### src/rtl/sat_pkg.sv
package sat_pkg;
  typedef enum logic [1:0] {
    OP_ADD  = 2'b00,
    OP_SUB  = 2'b01,
    OP_DADD = 2'b10,
    OP_DSUB = 2'b11
  } sat_op_e;
endpackage

### src/rtl/sat_clamp.sv
module sat_clamp #(
  parameter int DATA_W = 32,
  parameter int EXT_W  = DATA_W + 2
) (
  input  logic [EXT_W-1:0]  x_i,
  output logic [DATA_W-1:0] y_o,
  output logic              sat_o
);
  localparam int TOP_N = EXT_W - DATA_W + 1;
  localparam logic [DATA_W-1:0] MAX_V = {1'b0, {(DATA_W-1){1'b1}}};
  localparam logic [DATA_W-1:0] MIN_V = {1'b1, {(DATA_W-1){1'b0}}};

  logic [TOP_N-1:0] top_bits;
  assign top_bits = x_i[EXT_W-1:DATA_W-1];

  // in range iff all bits above the result sign match it
  always_comb begin
    sat_o = !((&top_bits) || !(|top_bits));
    if (sat_o) y_o = x_i[EXT_W-1] ? MIN_V : MAX_V;
    else       y_o = x_i[DATA_W-1:0];
  end
endmodule

### src/rtl/sat_core.sv
module sat_core
  import sat_pkg::*;
#(
  parameter int DATA_W = 32
) (
  input  sat_op_e           op_i,
  input  logic [DATA_W-1:0] a_i,
  input  logic [DATA_W-1:0] b_i,
  output logic [DATA_W-1:0] res_o,
  output logic              sat_o
);
  localparam int EXT_W = DATA_W + 2;

  logic             dbl_en, sub_en;
  logic [EXT_W-1:0] b_ext, a_ext, sec_ext, dbl_raw, fin_raw;
  logic [DATA_W-1:0] dbl_val, sec_val;
  logic             dbl_sat, fin_sat;

  always_comb begin
    dbl_en = 1'b0;
    sub_en = 1'b0;
    unique case (op_i)
      OP_ADD:  begin dbl_en = 1'b0; sub_en = 1'b0; end
      OP_SUB:  begin dbl_en = 1'b0; sub_en = 1'b1; end
      OP_DADD: begin dbl_en = 1'b1; sub_en = 1'b0; end
      OP_DSUB: begin dbl_en = 1'b1; sub_en = 1'b1; end
      default: begin dbl_en = 1'b0; sub_en = 1'b0; end
    endcase
  end

  assign b_ext   = {{2{b_i[DATA_W-1]}}, b_i};
  assign a_ext   = {{2{a_i[DATA_W-1]}}, a_i};
  assign dbl_raw = b_ext + b_ext;

  sat_clamp #(.DATA_W(DATA_W), .EXT_W(EXT_W)) u_dbl_clamp (
    .x_i  (dbl_raw),
    .y_o  (dbl_val),
    .sat_o(dbl_sat)
  );

  assign sec_val = dbl_en ? dbl_val : b_i;
  assign sec_ext = {{2{sec_val[DATA_W-1]}}, sec_val};
  assign fin_raw = sub_en ? (a_ext - sec_ext) : (a_ext + sec_ext);

  sat_clamp #(.DATA_W(DATA_W), .EXT_W(EXT_W)) u_fin_clamp (
    .x_i  (fin_raw),
    .y_o  (res_o),
    .sat_o(fin_sat)
  );

  // either step clamping counts
  assign sat_o = fin_sat | (dbl_en & dbl_sat);
endmodule

### src/rtl/sat_status.sv
module sat_status #(
  parameter int STAT_W   = 32,
  parameter int FLAG_POS = 27
) (
  input  logic              clk_i,
  input  logic              rst_ni,
  input  logic              valid_i,
  input  logic              sat_i,
  input  logic              clr_i,
  output logic [STAT_W-1:0] status_o
);
  logic flag_q;

  always_ff @(posedge clk_i or negedge rst_ni) begin
    if (!rst_ni)     flag_q <= 1'b0;
    else if (clr_i)  flag_q <= valid_i & sat_i;
    else if (valid_i) flag_q <= flag_q | sat_i;
  end

  for (genvar i = 0; i < STAT_W; i++) begin : g_bits
    if (i == FLAG_POS) begin : g_flag
      assign status_o[i] = flag_q;
    end else begin : g_zero
      assign status_o[i] = 1'b0;
    end
  end
endmodule

### src/rtl/sat_arith.sv
module sat_arith
  import sat_pkg::*;
#(
  parameter int DATA_W   = 32,
  parameter int FLAG_POS = 27
) (
  input  logic              clk_i,
  input  logic              rst_ni,
  input  logic              valid_i,
  input  logic [1:0]        op_i,
  input  logic [DATA_W-1:0] opa_i,
  input  logic [DATA_W-1:0] opb_i,
  input  logic              clr_i,
  output logic [DATA_W-1:0] res_o,
  output logic [DATA_W-1:0] status_o
);
  logic [DATA_W-1:0] res_d, res_q;
  logic              sat_d;

  sat_core #(.DATA_W(DATA_W)) u_core (
    .op_i (sat_op_e'(op_i)),
    .a_i  (opa_i),
    .b_i  (opb_i),
    .res_o(res_d),
    .sat_o(sat_d)
  );

  always_ff @(posedge clk_i or negedge rst_ni) begin
    if (!rst_ni)      res_q <= '0;
    else if (valid_i) res_q <= res_d;
  end

  sat_status #(.STAT_W(DATA_W), .FLAG_POS(FLAG_POS)) u_status (
    .clk_i   (clk_i),
    .rst_ni  (rst_ni),
    .valid_i (valid_i),
    .sat_i   (sat_d),
    .clr_i   (clr_i),
    .status_o(status_o)
  );

  assign res_o = res_q;
endmodule

### config.mk
export PLATFORM = sky130hd
export DESIGN_NAME = sat_arith
export DESIGN_NICKNAME = d
export VERILOG_FILES = /design/src/rtl/sat_pkg.sv /design/src/rtl/sat_clamp.sv /design/src/rtl/sat_core.sv /design/src/rtl/sat_status.sv /design/src/rtl/sat_arith.sv
export SDC_FILE = /design/constraint.sdc
export NUM_CORES = 1
export LEC_CHECK = 0
export CORE_MARGIN = 4
export CORE_UTILIZATION = 45
export DETAILED_ROUTE_END_ITERATION = 8
export HOLD_SLACK_MARGIN = 0.15
export PLACE_DENSITY = 0.75
export SLEW_MARGIN = 20
export SYNTH_ARGS = -nofsm -noshare
export SYNTH_HDL_FRONTEND = slang
export SYNTH_SLANG_ARGS = --single-unit
### constraint.sdc
create_clock -name clk_i -period 1 [get_ports clk_i]
set_input_delay 0.15 -clock clk_i [delete_from_list [all_inputs] [get_ports clk_i]]
set_output_delay 0.15 -clock clk_i [all_outputs]
set_load 0.05 [all_outputs]
# Word level (Yosys, flattened, before mapping)
# Cells that the tools add are included.
# W data, S select, Z words.
# classes
n_eq_ne	3
magnitude_cmp	0
add_sub_neg	3
shifts	0
reduce_logical	16
n_bitwise	4
multipliers	0
muxes	10
div	0
# ops
operator	n
$mux W32	5
$add A32 B32 Y33	2
$mux W34	1
$sub A32 B32 Y33	1
$reduce_or A2 Y1	4
$reduce_and A3 Y1	2
$reduce_or A3 Y1	2
$eq A2 B2 Y1 const B	2
$logic_not A1 Y1	4
$pmux W1 S2	2
$and A1 B1 Y1	2
$eq A2 B1 Y1 const B	1
$logic_not A2 Y1	1
$logic_or A1 B1 Y1	2
$mux W1	2
$or A1 B1 Y1	2
$reduce_bool A2 Y1	1
# totals
memories	0
romBits	0
inputBits	70
elab_cells	38
latchBits	0
out_inout_bits	64
reg_bits	33
mem_bits_rw	0

# Logic depth before layout (Yosys ltp)
# Gate-level depths: netlist of run 1.
# depth
word_depth	16
mapped_depth	27
mapped_depth_nobuf	23

# By module
# A second synthesis of run 1 with hierarchy kept.
# unflattened
cells_unflattened	769
area_unflattened_um2	6169.7
# modules_own_cells
mod	cells_per_inst	n_inst	area_each_um2	seq_area_each_um2
sat_core	434	1	3103.0	0.0
sat_clamp	115	2	718.2	0.0
sat_arith	68	1	1345.0	800.8
sat_status	37	1	285.3	25.0

# Worst setup path after synthesis of run 1
# Ideal clock, no wire load.
# synth_timing
kind	input to register
from	input opb_i[30]
to	register res_q[10] (netlist: res_o[10])
path_buffers	5
required_time_ns	0.856
setup_time_ns	0.144
slack_ns	-4.220
arrival_ns	5.077
path_stages	26
cell_sequence	inv_1 -> ha_1 -> buf_4 -> clkbuf_1 -> nand2_1 -> a31oi_1 -> inv_1 -> ha_1 -> nor3b_1 -> a41oi_1 -> nor4_1 -> nor4b_4 -> nand3_1 -> o41ai_1 -> xor2_1 -> ha_1 -> clkbuf_1 -> and3_1 -> a221o_1 -> a221o_1 -> a21oi_1 -> nand3_2 -> buf_4 -> buf_4 -> a31oi_1 -> o31ai_2
# synth_via
elab_chain_len	12
elab_cells_between_ends	17
classes_between	add/sub (3); mux (6); reduce/logical (8)
# synth_lines
item	line_no	text
start: declaration	sat_arith.sv:12	input logic [DATA_W-1:0] opb_i,
$add A32 B32 Y33	sat_core.sv:33	assign dbl_raw = b_ext + b_ext;
$reduce_or A3 Y1	sat_clamp.sv:18	sat_o = !((&top_bits) || !(|top_bits));
$logic_not A1 Y1	sat_clamp.sv:18	
$logic_or A1 B1 Y1	sat_clamp.sv:18	
$mux W32	sat_clamp.sv:19	if (sat_o) y_o = x_i[EXT_W-1] ? MIN_V : MAX_V;
$mux W32 (*)	sat_core.sv:41	assign sec_val = dbl_en ? dbl_val : b_i;
$add A32 B32 Y33 / $sub A32 B32 Y33 (equally long branches)	sat_core.sv:43	assign fin_raw = sub_en ? (a_ext - sec_ext) : (a_ext + sec_ext);
$mux W34 (*)	sat_core.sv:43	
$reduce_or A3 Y1	sat_clamp.sv:18	
$logic_not A1 Y1	sat_clamp.sv:18	
$logic_or A1 B1 Y1	sat_clamp.sv:18	
$mux W32 (*)	sat_clamp.sv:19	
end signal: assignment	sat_arith.sv:30	else if (valid_i) res_q <= res_d;
end: declaration	sat_arith.sv:17	logic [DATA_W-1:0] res_d, res_q;
# Mark *: on every way between the ends. The rest lies on a longest branch, timed or not.
# A chain may end at the register's enable or synchronous reset.

# Worst setup path in the final report of run 1
# layout_timing
from	input opb_i[30]
to	register res_q[13] (netlist: res_o[13])
# The elaborated chain is that of the path after synthesis.

==> results of run 1 <==
[final cells by class]
class                   count  area (um2)
multi-input cells         614        4468
inverters                  20       82.58
clock buffers               7       152.6
flip-flops and latches     33       825.8
repair buffers            356        3428
clock inverters             1       5.005
well taps                 140       175.2
fillers                   671        1893
[worst register-to-register path: cells and delay by family (launching register included)]
| kind | cells | cell delay (ps) |
|---|---|---|
| buffers and inverters | 1 | 150 |
| DFF | 1 | 410 |
| AOI/OAI and AO/OA | 2 | 290 |
[sequential cells by signal (all words and copies together) (netlist names)]
register,flops
res_o,32
u_status.flag_q,1
[stage by stage]
stage                     std cells  utilization
final                          1171       0.8284
after global routing           1171       0.8284
after CTS                      1158       0.8003
after detailed placement       1126       0.7381
after global placement         1126       0.7381
after floorplan                 739            -
[kinds of logic after synthesis]
kind of cell	after synthesis	synth area share
and+or+nand+nor	233	0.2135
AOI/OAI and AO/OA	254	0.3330
muxes	2	0.004111
other	1	0.0007248
xor gates and xnor gates	57	0.09649
buffers and inverters	92	0.1016
adders and majority gates	37	0.09093
DFF	33	0.1596
[placed cells by master (no fill, tap or decap), drive strengths merged, types with 9 or more instances in the layout]
master         instances
nor2                  68
xnor2                 37
conb                  31
a21o                  11
xor2                  20
nand2                 81
nand3                 19
buf                  290
nor3                   9
a31oi                 42
and3                   9
ha                    36
o21ai                 32
o31ai                 34
clkdlybuf4s50         65
a21oi                 70
inv                   20
dfrtp                 33
[path summary, 6_finish.rpt]
| kind | startpoint | endpoint | slack [ps] | cells past startpoint |
|---|---|---|---|---|
| min in group clk_i | res_o[5] | res_o[5] | 550 | 2 |
| max in group asynchronous | rst_ni | res_o[22] | 570 | 2 |
| max | opb_i[30] | res_o[13] | -3560 | 25 |
| max reg2reg | res_o[4] | res_o[4] | 10 | 3 |
| min reg2reg | res_o[5] | res_o[5] | 550 | 2 |
| min | rst_ni | res_o[7] | 250 | 2 |
[synth_stat cells (6+ instances only)]
cell       n  area share
a21o_1    10       0.015
a21oi_1   69       0.067
a31oi_1   42       0.051
and3_1     9       0.011
buf_2      6      0.0058
buf_4     38       0.055
clkbuf_1  21       0.015
dfrtp_1   33        0.16
ha_1      36       0.087
inv_1     19       0.014
nand2_1   80       0.058
nand3_1   18       0.017
nand3b_1   6      0.0087
nand4_1    7      0.0085
nor2_1    68       0.049
nor3_1     8      0.0077
o211ai_1   6      0.0087
o21a_1     8       0.012
o21ai_0   31       0.030
o31ai_1   23       0.033
o31ai_2   11       0.027
or2_2      6      0.0073
or3_1      8      0.0097
xnor2_1   37       0.063
xor2_1    20       0.034
[repair_timing]
action | in CTS | in global routing
gates cloned | 3 | 0
setup buffers | 21 | 14
pin swaps | 27 | 25
setup endpoints to repair | 54 | 66
gates resized for setup | 71 | 52
[metal layers]
| layer | part of all wire | vias to the layer above | wire length, um |
|---|---|---|---|
| met5 | 0 | - | 0 |
| met4 | 0.034 | 0 | 721 |
| met3 | 0.062 | 60 | 1313 |
| met2 | 0.52 | 334 | 10990 |
| met1 | 0.39 | 3199 | 8209 |
| li1 | - | 3195 | - |
[power groups by stage]
stage	clock [W]	combinational (W)	sequential, W
2_1_floorplan	0	0.00487	0.00438
3_3_place_gp	0	0.0121	0.00264
3_5_place_dp	0	0.0123	0.00268
4_1_cts	0.00160	0.0137	0.00265
5_1_grt	0.00169	0.0154	0.00275
6_report	0.00163	0.0147	0.00269
==> run metrics, run 1 <==
status finished with violations; violated checks negative setup slack; share of cells above drive strength 1 0.3822; Die Span X 115.2 um; first-pass GRT wire length 32.71 mm; Total Neg Setup Slack -116380 ps; Pre-antenna DRT Iters 5; TritonCTS clock tree yes; Syn Area/Cell 7.297 um2; IO Port Bufs 102; Worst EP arrival 4710 ps; Final Power 0.01905 W; DRC Markers 0; Worst VDD drop 0.002630 V; gr busiest metal met2; Switching Fraction 0.4672; M1 GR Usage 0.3534; H-tree Lvls 2; slowest stage delay, CP 340 ps; PwrDens 2085 nW/um2; final setup fails 54; slowest CP cell a221o_1; # IOs 134; area grow syn2layout 76.61%; clock-pin slew on the worst setup and hold paths 50 ps; # hold bufs at CTS 0; Detailed Route WL 21.24 mm; All-Layer GR Usage 0.3039; Final WS setup -3560 ps; Worst-Skew Late Latency 280 ps; Ant. Diodes 0; Sink Count 33; combinational share of power 0.773; Reg power frac 0.141; RSZ-0062 raised after global routing yes; Sw Pwr 0.008899 W; Netlist cell types 70; P_int 0.01015 W; HP Class in -> async; Most common cell on crit path buf_4; TritonCTS Buffers 5; largest net degree at the start of global routing 49; ys async rst share 1.000; Bufs on Longest Clock Path 2; initial DRC count 411; die area 13280 um2; final hold vios 0; Seq/Total Area, Yosys 0.1596; fin. max-slew vios 0; Seq cells post-synth 33; Final Net Count 1137; prevailing post-synth register cell dfrtp_1; post-route design area 9138 um2; # Max-Cap Violations 0; average wire per standard cell 18.13 um; Placement Setup Slack -4412 ps; Critical Path RT 1150 ps; EDFF count, synth 0; Worst Path Max Fanout 14; Die H 115.2 um; gpl congestion 0.9475; Vias 6788; met2 usage 0.5644; Leakage 4.110 nW; Clock power frac 0.085; core box area 11030 um2; Initial Utilization 0.4690; f_max 219.3 MHz; crit path kind in -> reg; number of placement rows 38; vias in the first global route 6754; Vias/cell 5.797; final worst path period share 4.560; initial antenna violation count 0; crit start category input port; Mapped Cells 709; Min Clock Period, post-route 4560 ps; Synth Cell Area 5174 um2; Hold WS 253.7 ps; GR met3 Demand/Resource 0.02632; crit end category flop; Root Driver clkbuf_16; DP Area 8142 um2; YS warnings 0; crit-path leading delay family simple AND/OR/NAND/NOR gates; worst path bufs/invs 8; Overflow after GRT 0; DP Wirelength 15.24 mm; Worst Clk Skew 0 ps; post-route ant nets 0
(Power assumes the default switching activity.)
==> run 2, diff against run 1 <==
DONT_BUFFER_PORTS = 1   (was not set)
PLACE_DENSITY = 0.6   (was 0.75)
==> run metrics, run 2 (synthesis gave the netlist of run 1 again) <==
average wire per standard cell 18.67 um; f_max 227.5 MHz; crit path kind in -> reg; Hold Crit Endpoint res_o[4]; register area 825.8 um2; Vias/cell 5.818; Worst VDD drop 0.002864 V; Overflow after GRT 0; die area 13280 um2; Total Neg Setup Slack -108700 ps; Filler cells 875; combinational share of power 0.760; area used by multi-input combinational logic 4417 um2; Initial Utilization 0.4690; Sw Pwr 0.008372 W; area grow syn2layout 52.65%; final setup fails 39; max reg flops 32; Final WS setup -3396 ps; reg2reg path depth 3; Switching Fraction 0.4909; Min Clock Period, post-route 4396 ps; Die H 115.2 um; TritonCTS Buffers 5; Critical Path RT 1140 ps; Final Power 0.01705 W; Leakage 3.557 nW; DRC Markers 0; most frequent cells in the layout buf_4, nand2_1, nor2_1, a21oi_1, buf_6; clock-pin slew on the worst setup and hold paths 50 ps; Detailed Route WL 19.87 mm; All-Layer GR Usage 0.2661; CP Cell Sequence inv_8, ha_4, buf_8, nand2_4, o311a_4, nor4_4, nor4b_4, nand3_2, o41ai_2, xor2_1, ha_1, and3_4, a221o_1, a221o_1, a21oi_2, buf_4, nand3_4, clkbuf_16, a31oi_1, o31ai_2; hold path startpoint valid_i; violated checks negative setup slack; most common cell after layout, fill and taps aside buf_4; # Max-Cap Violations 0; fin. max-slew vios 0; RR Startpoint u_status.flag_q; Final Net Count 1030; end-of-flow core utilization 0.7160; post-route design area 7898 um2; core box area 11030 um2; post-route ant nets 0; crit start category input port; Root Driver clkbuf_16; Most common cell on crit path a221o_1; gpl congestion 0.9231; Bufs on Longest Clock Path 2; initial antenna violation count 0; largest net degree at the start of global routing 71; vias in the first global route 5829; P_int 0.008682 W; Pre-antenna DRT Iters 8; DP Area 6715 um2; HP Class in -> reg; WHS Path Cells 3; crit end category flop; RSZ-0062 raised after global routing yes; Worst Path Max Fanout 15; first-pass GRT wire length 28.77 mm; H-tree Lvls 2; Vias 6190; number of placement rows 38; Worst-Skew Late Latency 280 ps; DP Wirelength 14.55 mm; PwrDens 2159 nW/um2; final worst path period share 4.396; slowest CP cell o41ai_2; placed insts 1020; IO Port Bufs 0; status finished with violations; Die Span X 115.2 um; Worst Clk Skew 0 ps; Clock power frac 0.095; reg-to-reg setup timing slack -30 ps; TritonCTS clock tree yes; non-filler cells, final 1064; share of cells above drive strength 1 0.3680; # IOs 134; Reg power frac 0.145; final hold vios 0; Ant. Diodes 0; FF-to-FF End u_status.flag_q; Worst EP arrival 4540 ps; Sink Count 33; initial DRC count 479; slowest stage delay, CP 360 ps
run 2: cell count changes in the layout (fill, tap and decap cells not counted), moves of 3 or more:
cell	before	now
nor2_2	5	1
ha_1	31	34
nor2_1	61	65
buf_6	9	38
buf_4	236	191
clkdlybuf4s50_1	65	0
clkbuf_16	5	10
dlygate4sd3_1	0	4
buf_12	41	7
run 2: final cells by class:
| cell class | instances | share of cell area |
|---|---|---|
| well taps | 140 | 0.02218 |
| multi-input cells | 614 | 0.5593 |
| repair buffers | 249 | 0.2836 |
| clock buffers | 7 | 0.01933 |
| inverters | 20 | 0.01046 |
| clock inverters | 1 | 0.0006337 |
| flip-flops and latches | 33 | 0.1046 |
run 2: worst max-delay path, delay by kind of cell:
family          cells  cell delay [ps]
simple gates        6             1130
buf+inv             4              530
compound gates      7             1850
fa+ha+maj           2              580
xor+xnor            1              250
run 2: how the worst max path moves through the flow:
stage | start | depth (start not counted) | to | slack, ps
6_report | opb_i[30] | 20 | res_o[21] | -3400
5_1_grt | opb_i[30] | 23 | res_o[21] | -3590
4_1_cts | opb_i[30] | 24 | res_o[20] | -3240
3_5_place_dp | opb_i[30] | 25 | res_o[5] | -3810
3_3_place_gp | opb_i[30] | 26 | res_o[26] | -3690
2_1_floorplan | opb_i[31] | 25 | res_o[10] | -3780
run 2: per-layer routing:
metal | GRT usage | part of all wire | vias to the layer above
met5 | 0 | 0 | -
met4 | 0.06729 | 0.029 | 0
met1 | 0.3546 | 0.42 | 2902
met3 | 0.03737 | 0.058 | 42
met2 | 0.4533 | 0.49 | 258
li1 | - | - | 2988
run 2: power groups by stage:
stage               logic, W  clock network [W]  registers [W]
finish                0.0130            0.00162        0.00248
global route          0.0137            0.00167        0.00252
global placement      0.0102                  0        0.00230
floorplan            0.00487                  0        0.00438
detailed placement    0.0103                  0        0.00233
CTS                   0.0110            0.00161        0.00237
run 2: stage by stage:
stage	worst slack [ps]	hold slack, ps
detailed placement	-3809	-144.7
global route	-3588	236.2
floorplan	-3782	-145.6
finish	-3396	216.8
CTS	-3237	228.8
global placement	-3688	-144.7
run 2: timing repair:
item,in CTS,in global routing
buffers inserted,10,14
hold buffers,5,0
cloned,2,6
gates resized for setup,57,69
setup endpoints to repair,47,57
hold endpoints to repair,37,0
pin swaps,10,10
